<file path="src/rtl/tmr16_pkg.sv">
package tmr16_pkg;
  localparam int BYTE_W = 8;
  localparam int WORD_W = 2 * BYTE_W;
  localparam int ADDR_W = 3;
  localparam int PRE_W  = 10;
  localparam int NCH    = 2;

  typedef enum logic [ADDR_W-1:0] {
    A_CTRL   = 3'd0,
    A_FLAG   = 3'd1,
    A_CNT_LO = 3'd2,
    A_CNT_HI = 3'd3,
    A_CPA_LO = 3'd4,
    A_CPA_HI = 3'd5,
    A_CPB_LO = 3'd6,
    A_CPB_HI = 3'd7
  } reg_addr_e;

  typedef struct packed {
    logic       pwm;
    logic       ctc;
    logic [2:0] csel;
  } ctrl_t;

  // log2 of the prescale ratio for each clock-select code; -1 means no tick
  function automatic int div_shift(input logic [2:0] sel);
    case (sel)
      3'd1:    return 0;
      3'd2:    return 3;
      3'd3:    return 6;
      3'd4:    return 8;
      3'd5:    return 10;
      default: return -1;
    endcase
  endfunction
endpackage

</file>
<file path="src/rtl/tmr16_prescale.sv">
module tmr16_prescale
  import tmr16_pkg::*;
#(
  parameter int PW = PRE_W
) (
  input  logic       clk,
  input  logic       rst_n,
  input  logic [2:0] csel,
  output logic       tick
);
  localparam logic [PW-1:0] ONE = PW'(1);

  logic [PW-1:0] pre_q, pre_d;
  logic [PW-1:0] mask;
  logic          run;
  int            sh;

  always_comb pre_d = pre_q + ONE;

  always_ff @(posedge clk or negedge rst_n) begin
    if (!rst_n) pre_q <= '0;
    else        pre_q <= pre_d;
  end

  always_comb begin
    sh   = div_shift(csel);
    run  = (sh >= 0);
    mask = run ? ((ONE << sh) - ONE) : '0;
    tick = run && ((pre_q & mask) == mask);
  end

  // with divide-by-8 no two ticks are adjacent unless the code moved to 1
  p_div8_gap_r3: assert property (@(posedge clk) disable iff (!rst_n)
    (tick && csel == 3'd2) |=> (!tick || csel == 3'd1));
endmodule

</file>
<file path="src/rtl/tmr16_core.sv">
module tmr16_core #(
  parameter int              WW  = 16,
  parameter logic [WW-1:0]   TOP = 'h3FF
) (
  input  logic          clk,
  input  logic          rst_n,
  input  logic          tick,
  input  logic          pwm,
  input  logic          ctc,
  input  logic          hit_a,
  input  logic          load,
  input  logic [WW-1:0] load_val,
  output logic [WW-1:0] cnt,
  output logic          up,
  output logic          ovf_evt
);
  localparam logic [WW-1:0] ALL1 = '1;
  localparam logic [WW-1:0] ONE  = WW'(1);

  logic [WW-1:0] cnt_d;
  logic          up_d;

  always_comb begin
    cnt_d   = cnt;
    up_d    = pwm ? up : 1'b1;
    ovf_evt = 1'b0;
    if (load) begin
      cnt_d = load_val;
    end else if (tick) begin
      if (pwm) begin
        if (cnt == '0) begin
          cnt_d   = ONE;
          up_d    = 1'b1;
          ovf_evt = 1'b1;
        end else if (up) begin
          if (cnt >= TOP) begin
            cnt_d = cnt - ONE;
            up_d  = 1'b0;
          end else begin
            cnt_d = cnt + ONE;
          end
        end else begin
          cnt_d = cnt - ONE;
        end
      end else if (ctc && hit_a) begin
        cnt_d = '0;
      end else begin
        cnt_d   = cnt + ONE;
        ovf_evt = (cnt == ALL1);
      end
    end
  end

  always_ff @(posedge clk or negedge rst_n) begin
    if (!rst_n) begin
      cnt <= '0;
      up  <= 1'b1;
    end else begin
      cnt <= cnt_d;
      up  <= up_d;
    end
  end

  // no tick and no load means the count holds
  p_hold_r3: assert property (@(posedge clk) disable iff (!rst_n)
    (!tick && !load) |=> $stable(cnt));
  // clear-on-compare returns to zero on the tick after the match
  p_ctc_wrap_r5: assert property (@(posedge clk) disable iff (!rst_n)
    (tick && !load && !pwm && ctc && hit_a) |=> (cnt == '0));
  // once inside the PWM range the count stays there
  p_pwm_range_r7: assert property (@(posedge clk) disable iff (!rst_n)
    (pwm && !load && cnt <= TOP) |=> (cnt <= TOP));
  // leaving zero in PWM mode always moves to one
  p_pwm_from_zero_r8: assert property (@(posedge clk) disable iff (!rst_n)
    (pwm && tick && !load && cnt == '0) |=> (cnt == ONE && up));
endmodule

</file>
<file path="src/rtl/tmr16_cmp.sv">
module tmr16_cmp #(
  parameter int            WW  = 16,
  parameter logic [WW-1:0] TOP = 'h3FF
) (
  input  logic          clk,
  input  logic          rst_n,
  input  logic          tick,
  input  logic          pwm,
  input  logic          up,
  input  logic [WW-1:0] cnt,
  input  logic [WW-1:0] cmp_reg,
  output logic          hit,
  output logic          pin
);
  logic [WW-1:0] buf_q, buf_d, eff;
  logic          pin_d;
  logic          at_top;

  always_comb begin
    at_top = tick && (cnt >= TOP);
    buf_d  = (!pwm || at_top) ? cmp_reg : buf_q;
    eff    = pwm ? buf_q : cmp_reg;
    hit    = tick && (cnt == eff);
    pin_d  = pin;
    if (hit) pin_d = pwm ? !up : !pin;
  end

  always_ff @(posedge clk or negedge rst_n) begin
    if (!rst_n) begin
      buf_q <= '0;
      pin   <= 1'b0;
    end else begin
      buf_q <= buf_d;
      pin   <= pin_d;
    end
  end

  // the active compare value only moves at TOP while in PWM mode
  p_buf_hold_r9: assert property (@(posedge clk) disable iff (!rst_n)
    (pwm && !(tick && cnt >= TOP)) |=> $stable(buf_q));
  // an upward match drives the pin low
  p_pwm_up_clear_r7: assert property (@(posedge clk) disable iff (!rst_n)
    (pwm && hit && up) |=> !pin);
endmodule

</file>
<file path="src/rtl/tmr16_timer.sv">
module tmr16_timer
  import tmr16_pkg::*;
#(
  parameter logic [WORD_W-1:0] PWM_TOP = 16'h03FF
) (
  input  logic              clk,
  input  logic              rst_n,
  input  logic              bus_wr,
  input  logic              bus_rd,
  input  logic [ADDR_W-1:0] bus_addr,
  input  logic [BYTE_W-1:0] bus_wdata,
  output logic [BYTE_W-1:0] bus_rdata,
  output logic              flag_ovf,
  output logic              flag_cmp_a,
  output logic              flag_cmp_b,
  output logic              pin_a,
  output logic              pin_b
);
  localparam int NFLAG = NCH + 1;

  logic [1:0] rst_sync;
  logic       rst_s;

  always_ff @(posedge clk or negedge rst_n) begin
    if (!rst_n) rst_sync <= '0;
    else        rst_sync <= {rst_sync[0], 1'b1};
  end
  assign rst_s = rst_sync[1];

  reg_addr_e         addr;
  ctrl_t             ctrl_q, ctrl_d;
  logic [BYTE_W-1:0] temp_q, temp_d;
  logic [WORD_W-1:0] cmp_q [NCH];
  logic [WORD_W-1:0] cmp_d [NCH];
  logic [NFLAG-1:0]  flag_q, flag_d, flag_set, flag_clr;
  logic [WORD_W-1:0] cnt, load_val;
  logic              load, tick, up, ovf_evt;
  logic [NCH-1:0]    hit, pin;

  assign addr = reg_addr_e'(bus_addr);

  tmr16_prescale #(.PW(PRE_W)) u_pre (
    .clk(clk), .rst_n(rst_s), .csel(ctrl_q.csel), .tick(tick)
  );

  tmr16_core #(.WW(WORD_W), .TOP(PWM_TOP)) u_core (
    .clk(clk), .rst_n(rst_s), .tick(tick), .pwm(ctrl_q.pwm), .ctc(ctrl_q.ctc),
    .hit_a(hit[0]), .load(load), .load_val(load_val),
    .cnt(cnt), .up(up), .ovf_evt(ovf_evt)
  );

  for (genvar i = 0; i < NCH; i++) begin : g_ch
    tmr16_cmp #(.WW(WORD_W), .TOP(PWM_TOP)) u_cmp (
      .clk(clk), .rst_n(rst_s), .tick(tick), .pwm(ctrl_q.pwm), .up(up),
      .cnt(cnt), .cmp_reg(cmp_q[i]), .hit(hit[i]), .pin(pin[i])
    );
  end

  always_comb begin
    ctrl_d   = ctrl_q;
    temp_d   = temp_q;
    cmp_d    = cmp_q;
    load     = 1'b0;
    load_val = {temp_q, bus_wdata};
    flag_clr = '0;
    if (bus_wr) begin
      case (addr)
        A_CTRL:   ctrl_d = ctrl_t'(bus_wdata[4:0]);
        A_FLAG:   flag_clr = bus_wdata[NFLAG-1:0];
        A_CNT_LO: load = 1'b1;
        A_CPA_LO: cmp_d[0] = {temp_q, bus_wdata};
        A_CPB_LO: cmp_d[1] = {temp_q, bus_wdata};
        default:  temp_d = bus_wdata;
      endcase
    end else if (bus_rd && addr == A_CNT_LO) begin
      temp_d = cnt[WORD_W-1:BYTE_W];
    end
    flag_set = {hit, ovf_evt};
    flag_d   = (flag_q & ~flag_clr) | flag_set;
  end

  always_ff @(posedge clk or negedge rst_s) begin
    if (!rst_s) begin
      ctrl_q <= '0;
      temp_q <= '0;
      flag_q <= '0;
      for (int i = 0; i < NCH; i++) cmp_q[i] <= '0;
    end else begin
      ctrl_q <= ctrl_d;
      temp_q <= temp_d;
      flag_q <= flag_d;
      for (int i = 0; i < NCH; i++) cmp_q[i] <= cmp_d[i];
    end
  end

  always_comb begin
    case (addr)
      A_CTRL:   bus_rdata = {3'b000, ctrl_q};
      A_FLAG:   bus_rdata = BYTE_W'(flag_q);
      A_CNT_LO: bus_rdata = cnt[BYTE_W-1:0];
      A_CNT_HI: bus_rdata = temp_q;
      A_CPA_LO: bus_rdata = cmp_q[0][BYTE_W-1:0];
      A_CPA_HI: bus_rdata = cmp_q[0][WORD_W-1:BYTE_W];
      A_CPB_LO: bus_rdata = cmp_q[1][BYTE_W-1:0];
      default:  bus_rdata = cmp_q[1][WORD_W-1:BYTE_W];
    endcase
  end

  assign flag_ovf   = flag_q[0];
  assign flag_cmp_a = flag_q[1];
  assign flag_cmp_b = flag_q[2];
  assign pin_a      = pin[0];
  assign pin_b      = pin[1];

  // a low-byte count write joins the staging byte in one clock
  p_low_write_r1: assert property (@(posedge clk) disable iff (!rst_s)
    (bus_wr && addr == A_CNT_LO) |=> (cnt == $past({temp_q, bus_wdata})));
  // a count low-byte read freezes the high byte of that cycle
  p_read_latch_r2: assert property (@(posedge clk) disable iff (!rst_s)
    (bus_rd && !bus_wr && addr == A_CNT_LO) |=> (temp_q == $past(cnt[WORD_W-1:BYTE_W])));
  // write-one clears the overflow flag when no new event arrives
  p_w1c_r10: assert property (@(posedge clk) disable iff (!rst_s)
    (bus_wr && addr == A_FLAG && bus_wdata[0] && !ovf_evt) |=> !flag_ovf);
endmodule

</file>
<file path="config.mk">
export PLATFORM = sky130hd
export DESIGN_NAME = tmr16_timer
export DESIGN_NICKNAME = d
export VERILOG_FILES = /design/src/rtl/tmr16_pkg.sv /design/src/rtl/tmr16_prescale.sv /design/src/rtl/tmr16_core.sv /design/src/rtl/tmr16_cmp.sv /design/src/rtl/tmr16_timer.sv
export SDC_FILE = /design/constraint.sdc
export NUM_CORES = 1
export LEC_CHECK = 0
export BUFFER_PORTS_ARGS = -buffer_cell sky130_fd_sc_hd__buf_2
export CORE_ASPECT_RATIO = 1.25
export CORE_MARGIN = 2
export CORE_UTILIZATION = 35
export CTS_CLUSTER_SIZE = 14
export DETAILED_ROUTE_END_ITERATION = 10
export PLACE_DENSITY = 0.6
export SLEW_MARGIN = 20
export SYNTH_ARGS = -nofsm -noshare
export SYNTH_HDL_FRONTEND = slang
export SYNTH_SLANG_ARGS = --single-unit
</file>
<file path="constraint.sdc">
create_clock -name clk -period 6.93 [get_ports clk]
set_input_delay 0.693 -clock clk [delete_from_list [all_inputs] [get_ports clk]]
set_output_delay 0.693 -clock clk [all_outputs]
set_load 0.1 [all_outputs]
</file>
==> metrics.cfg <==
[status]
outcome=completed

[logic_synthesis]
yosys_warnings=0
ys_types=70
yosysMostFrequentCell=dfrtp_1
synthMuxAreaShare=0.206
synthAdderAreaFrac=0.00736
synthSimpleGateAreaFrac=0.152
synth-xor-area-share=0.0567
post-synth-top-area-cell=dfrtp_1
ys.flop_type=dfrtp_1
synth_area_leaders=dfrtp_1 (40%), mux2_2 (13%), mux2i_1 (6.2%)
synth.avg_cell_area_sq_um=10.1
synth_commonest_cells=dfrtp_1 (110), mux2_2 (77), nor2_1 (51), mux2i_1 (42), nand2_1 (37)
synth_top_family_by_area=multiplexers
synth-compound-area-share=0.127
synth_top_area_frac=0.405
syn_area_sq_um=6800
ys_seq_area_frac=0.409
async_flop_share=1.00
synth-edff-count=0
synth_seq_cells=111
synthCells=673

[cells_and_area]
finish.utilization=0.385
stdcell_count=914
drive_gt1_frac=0.227
area.growth.synth_to_final_pct=8.95
fillers=1941
nNetsFinal=692
n_antenna_cell=0

[power_and_ir_drop]
power.share.clock=0.197
p_sw_mw=1.09
p_int_mw=1.58
peakVddDrop_mv=0.201
power.leakage_nw=2.93
power.density_nw_per_um2=361
p_seq_frac=0.433
p_sw_frac=0.409
combPwrFrac=0.370

[grt]
grt_usage=0.195
antenna_found_initial=0
grt_pass1_wl_mm=30.8
grt_pass1_vias=5279
grt_max_degree=75
grt_overflow=0

[sta]
finalCriticalPeriod_ns=3.62
clock_skew_ns=0.00958
slew_viol_final=0
max_freq_ghz=0.276
rsz0062_at_grt=no
setup_tns_ns=0
hold_viol_final=0
post-route-period-util=0.522
tightest_slew_ns=1.04
slew_headroom=0.298
fin_hold_ws_ns=0.104
setup_viol=0

[clock_network]
cts_sinks=111
clock_latency_ns=0.36
cts_tree=done
cts_resized=0
cts_hold_buf=0
clockBufferDepth=2
path_clk_slew_ns=0.08
cts_setup_buffers=0
cts_buffers=9
root_buffer=clkbuf_16
htree_num_levels=3

[routing]
dr.pass1.iters=5
num_vias=5392
postRouteAntennaNets=0
wire_per_inst_microns=21.6
drt-initial-drc-count=413
vias_per_cell=5.90
drcViolationCount=0
routed_wl_mm=19.8

[worst_setup_path]
cp-start-kind=flip-flop
crit_slowest_cell=dfrtp_2
cp_slowest_stage_delay_ns=0.76
crit_type=reg -> out
required_ns=6.24
worstPathMaxFanout=25
path_cells=buf_4 -> inv_1 -> nor4_1 -> o22ai_1 -> o21ai_0 -> buf_2
critPathArrivalTime_ns=2.92
end_kind=primary output

[placement]
gp_congestion=0.949
dp.cells=897
dp_hpwl_mm=13.8
port-buffer-count=27

[die]
start_util=0.353
row_count=57
core_sq_um=19300
ios=28
dieArea_sq_um=20600
die_w_microns=129
die_y_microns=160

[worst_hold_path]
hold_path_class=in -> async

[job]
max_cap_violations=0

[flip-flops by register name, summed over array words and instances (netlist names)]
signal and count:
cmp_q 32, ctrl_q 5, flag_q 3, g_ch.u_cmp.buf_q 32, g_ch.u_cmp.pin 2, rst_sync 2
temp_q 8, u_core.cnt 16, u_core.up 1, u_pre.pre_q 10
[layout by cell type (no fill, tap or decap), types with 6 or more instances in the layout]
| cell | n |
|---|---|
| xor2_1 | 13 |
| a31oi_1 | 15 |
| and3_1 | 9 |
| a21oi_1 | 26 |
| nand4_1 | 16 |
| o22ai_1 | 6 |
| nor3_1 | 18 |
| nand2_1 | 37 |
| nand3_1 | 15 |
| inv_1 | 13 |
| mux2i_1 | 42 |
| mux2_2 | 77 |
| o21ai_0 | 26 |
| nor4_1 | 10 |
| xnor2_1 | 31 |
| buf_4 | 8 |
| a211oi_1 | 7 |
| nor2_1 | 51 |
| buf_2 | 27 |
| dfrtp_1 | 108 |
| clkbuf_16 | 9 |
| o221ai_1 | 6 |
[through the flow]
step	power [mW]	setup WS, ns	instance area (sq um)
after floorplan	1.88	2.48	6800
after global placement	2.13	3.24	7080
after detailed placement	2.14	3.20	7080
after CTS	2.67	3.18	7370
after global routing	2.82	3.11	7410
final	2.68	3.31	7410
[kinds of logic (layout without fill, tap and decap cells)]
family | after synthesis | after routing
other | 1 | 2
adder cells (fa/ha/maj) | 4 | 4
AND/OR/NAND/NOR | 196 | 196
AO/OA/AOI/OAI | 131 | 131
flip-flops | 111 | 111
buffers and inverters | 62 | 66
multiplexers | 124 | 124
XOR/XNOR | 44 | 44
[path summary, 6_finish.rpt]
kind | from | to | slack [ns] | cells after the start
worst max-delay path | ctrl_q[4] | bus_rdata[4] | 3.31 | 6
worst min-delay path | rst_n | rst_sync[1] | 0.10 | 1
worst max register to register | ctrl_q[0] | u_core.cnt[3] | 3.35 | 10
worst min register to register | rst_sync[1] | g_ch[1].u_cmp.pin | 0.30 | 0
max in group asynchronous | rst_sync[1] | u_core.cnt[5] | 5.25 | 1
min in group clk | rst_sync[0] | rst_sync[1] | 0.35 | 0
[power groups by stage]
stage	sequential (mW)	clock, mW	combinational, mW
final	1.16	0.528	0.989
after global placement	1.16	0	0.973
after CTS	1.15	0.536	0.984
after floorplan	0.983	0	0.899
after detailed placement	1.16	0	0.980
after global routing	1.19	0.561	1.07
[layer usage]
layer	global-route usage	up-vias	part of all wire
met5	0	-	0
met4	0.0707	0	0.026
met3	0.0291	34	0.050
met2	0.317	170	0.49
met1	0.265	2712	0.44
li1	-	2476	-
[worst max-delay path, delay by kind of cell (launching register included)]
| kind | cells | cell delay, ns |
|---|---|---|
| buffers and inverters | 3 | 1.23 |
| AO/OA/AOI/OAI | 2 | 0.24 |
| flip-flops | 1 | 0.76 |
| AND/OR/NAND/NOR | 1 | 0.32 |
[layout make-up]
cell class / count / area, sq um / share of cell area
sequential: 111 / 2780 / 0.376
multi-input combinational: 501 / 3760 / 0.508
tap: 236 / 295 / 0.0399
timing repair buffer: 36 / 223 / 0.0301
clock inverter: 4 / 36.3 / 0.00490
clock buffer: 12 / 256 / 0.0346
inverter: 14 / 52.6 / 0.00710
(Power assumes the default switching activity.)
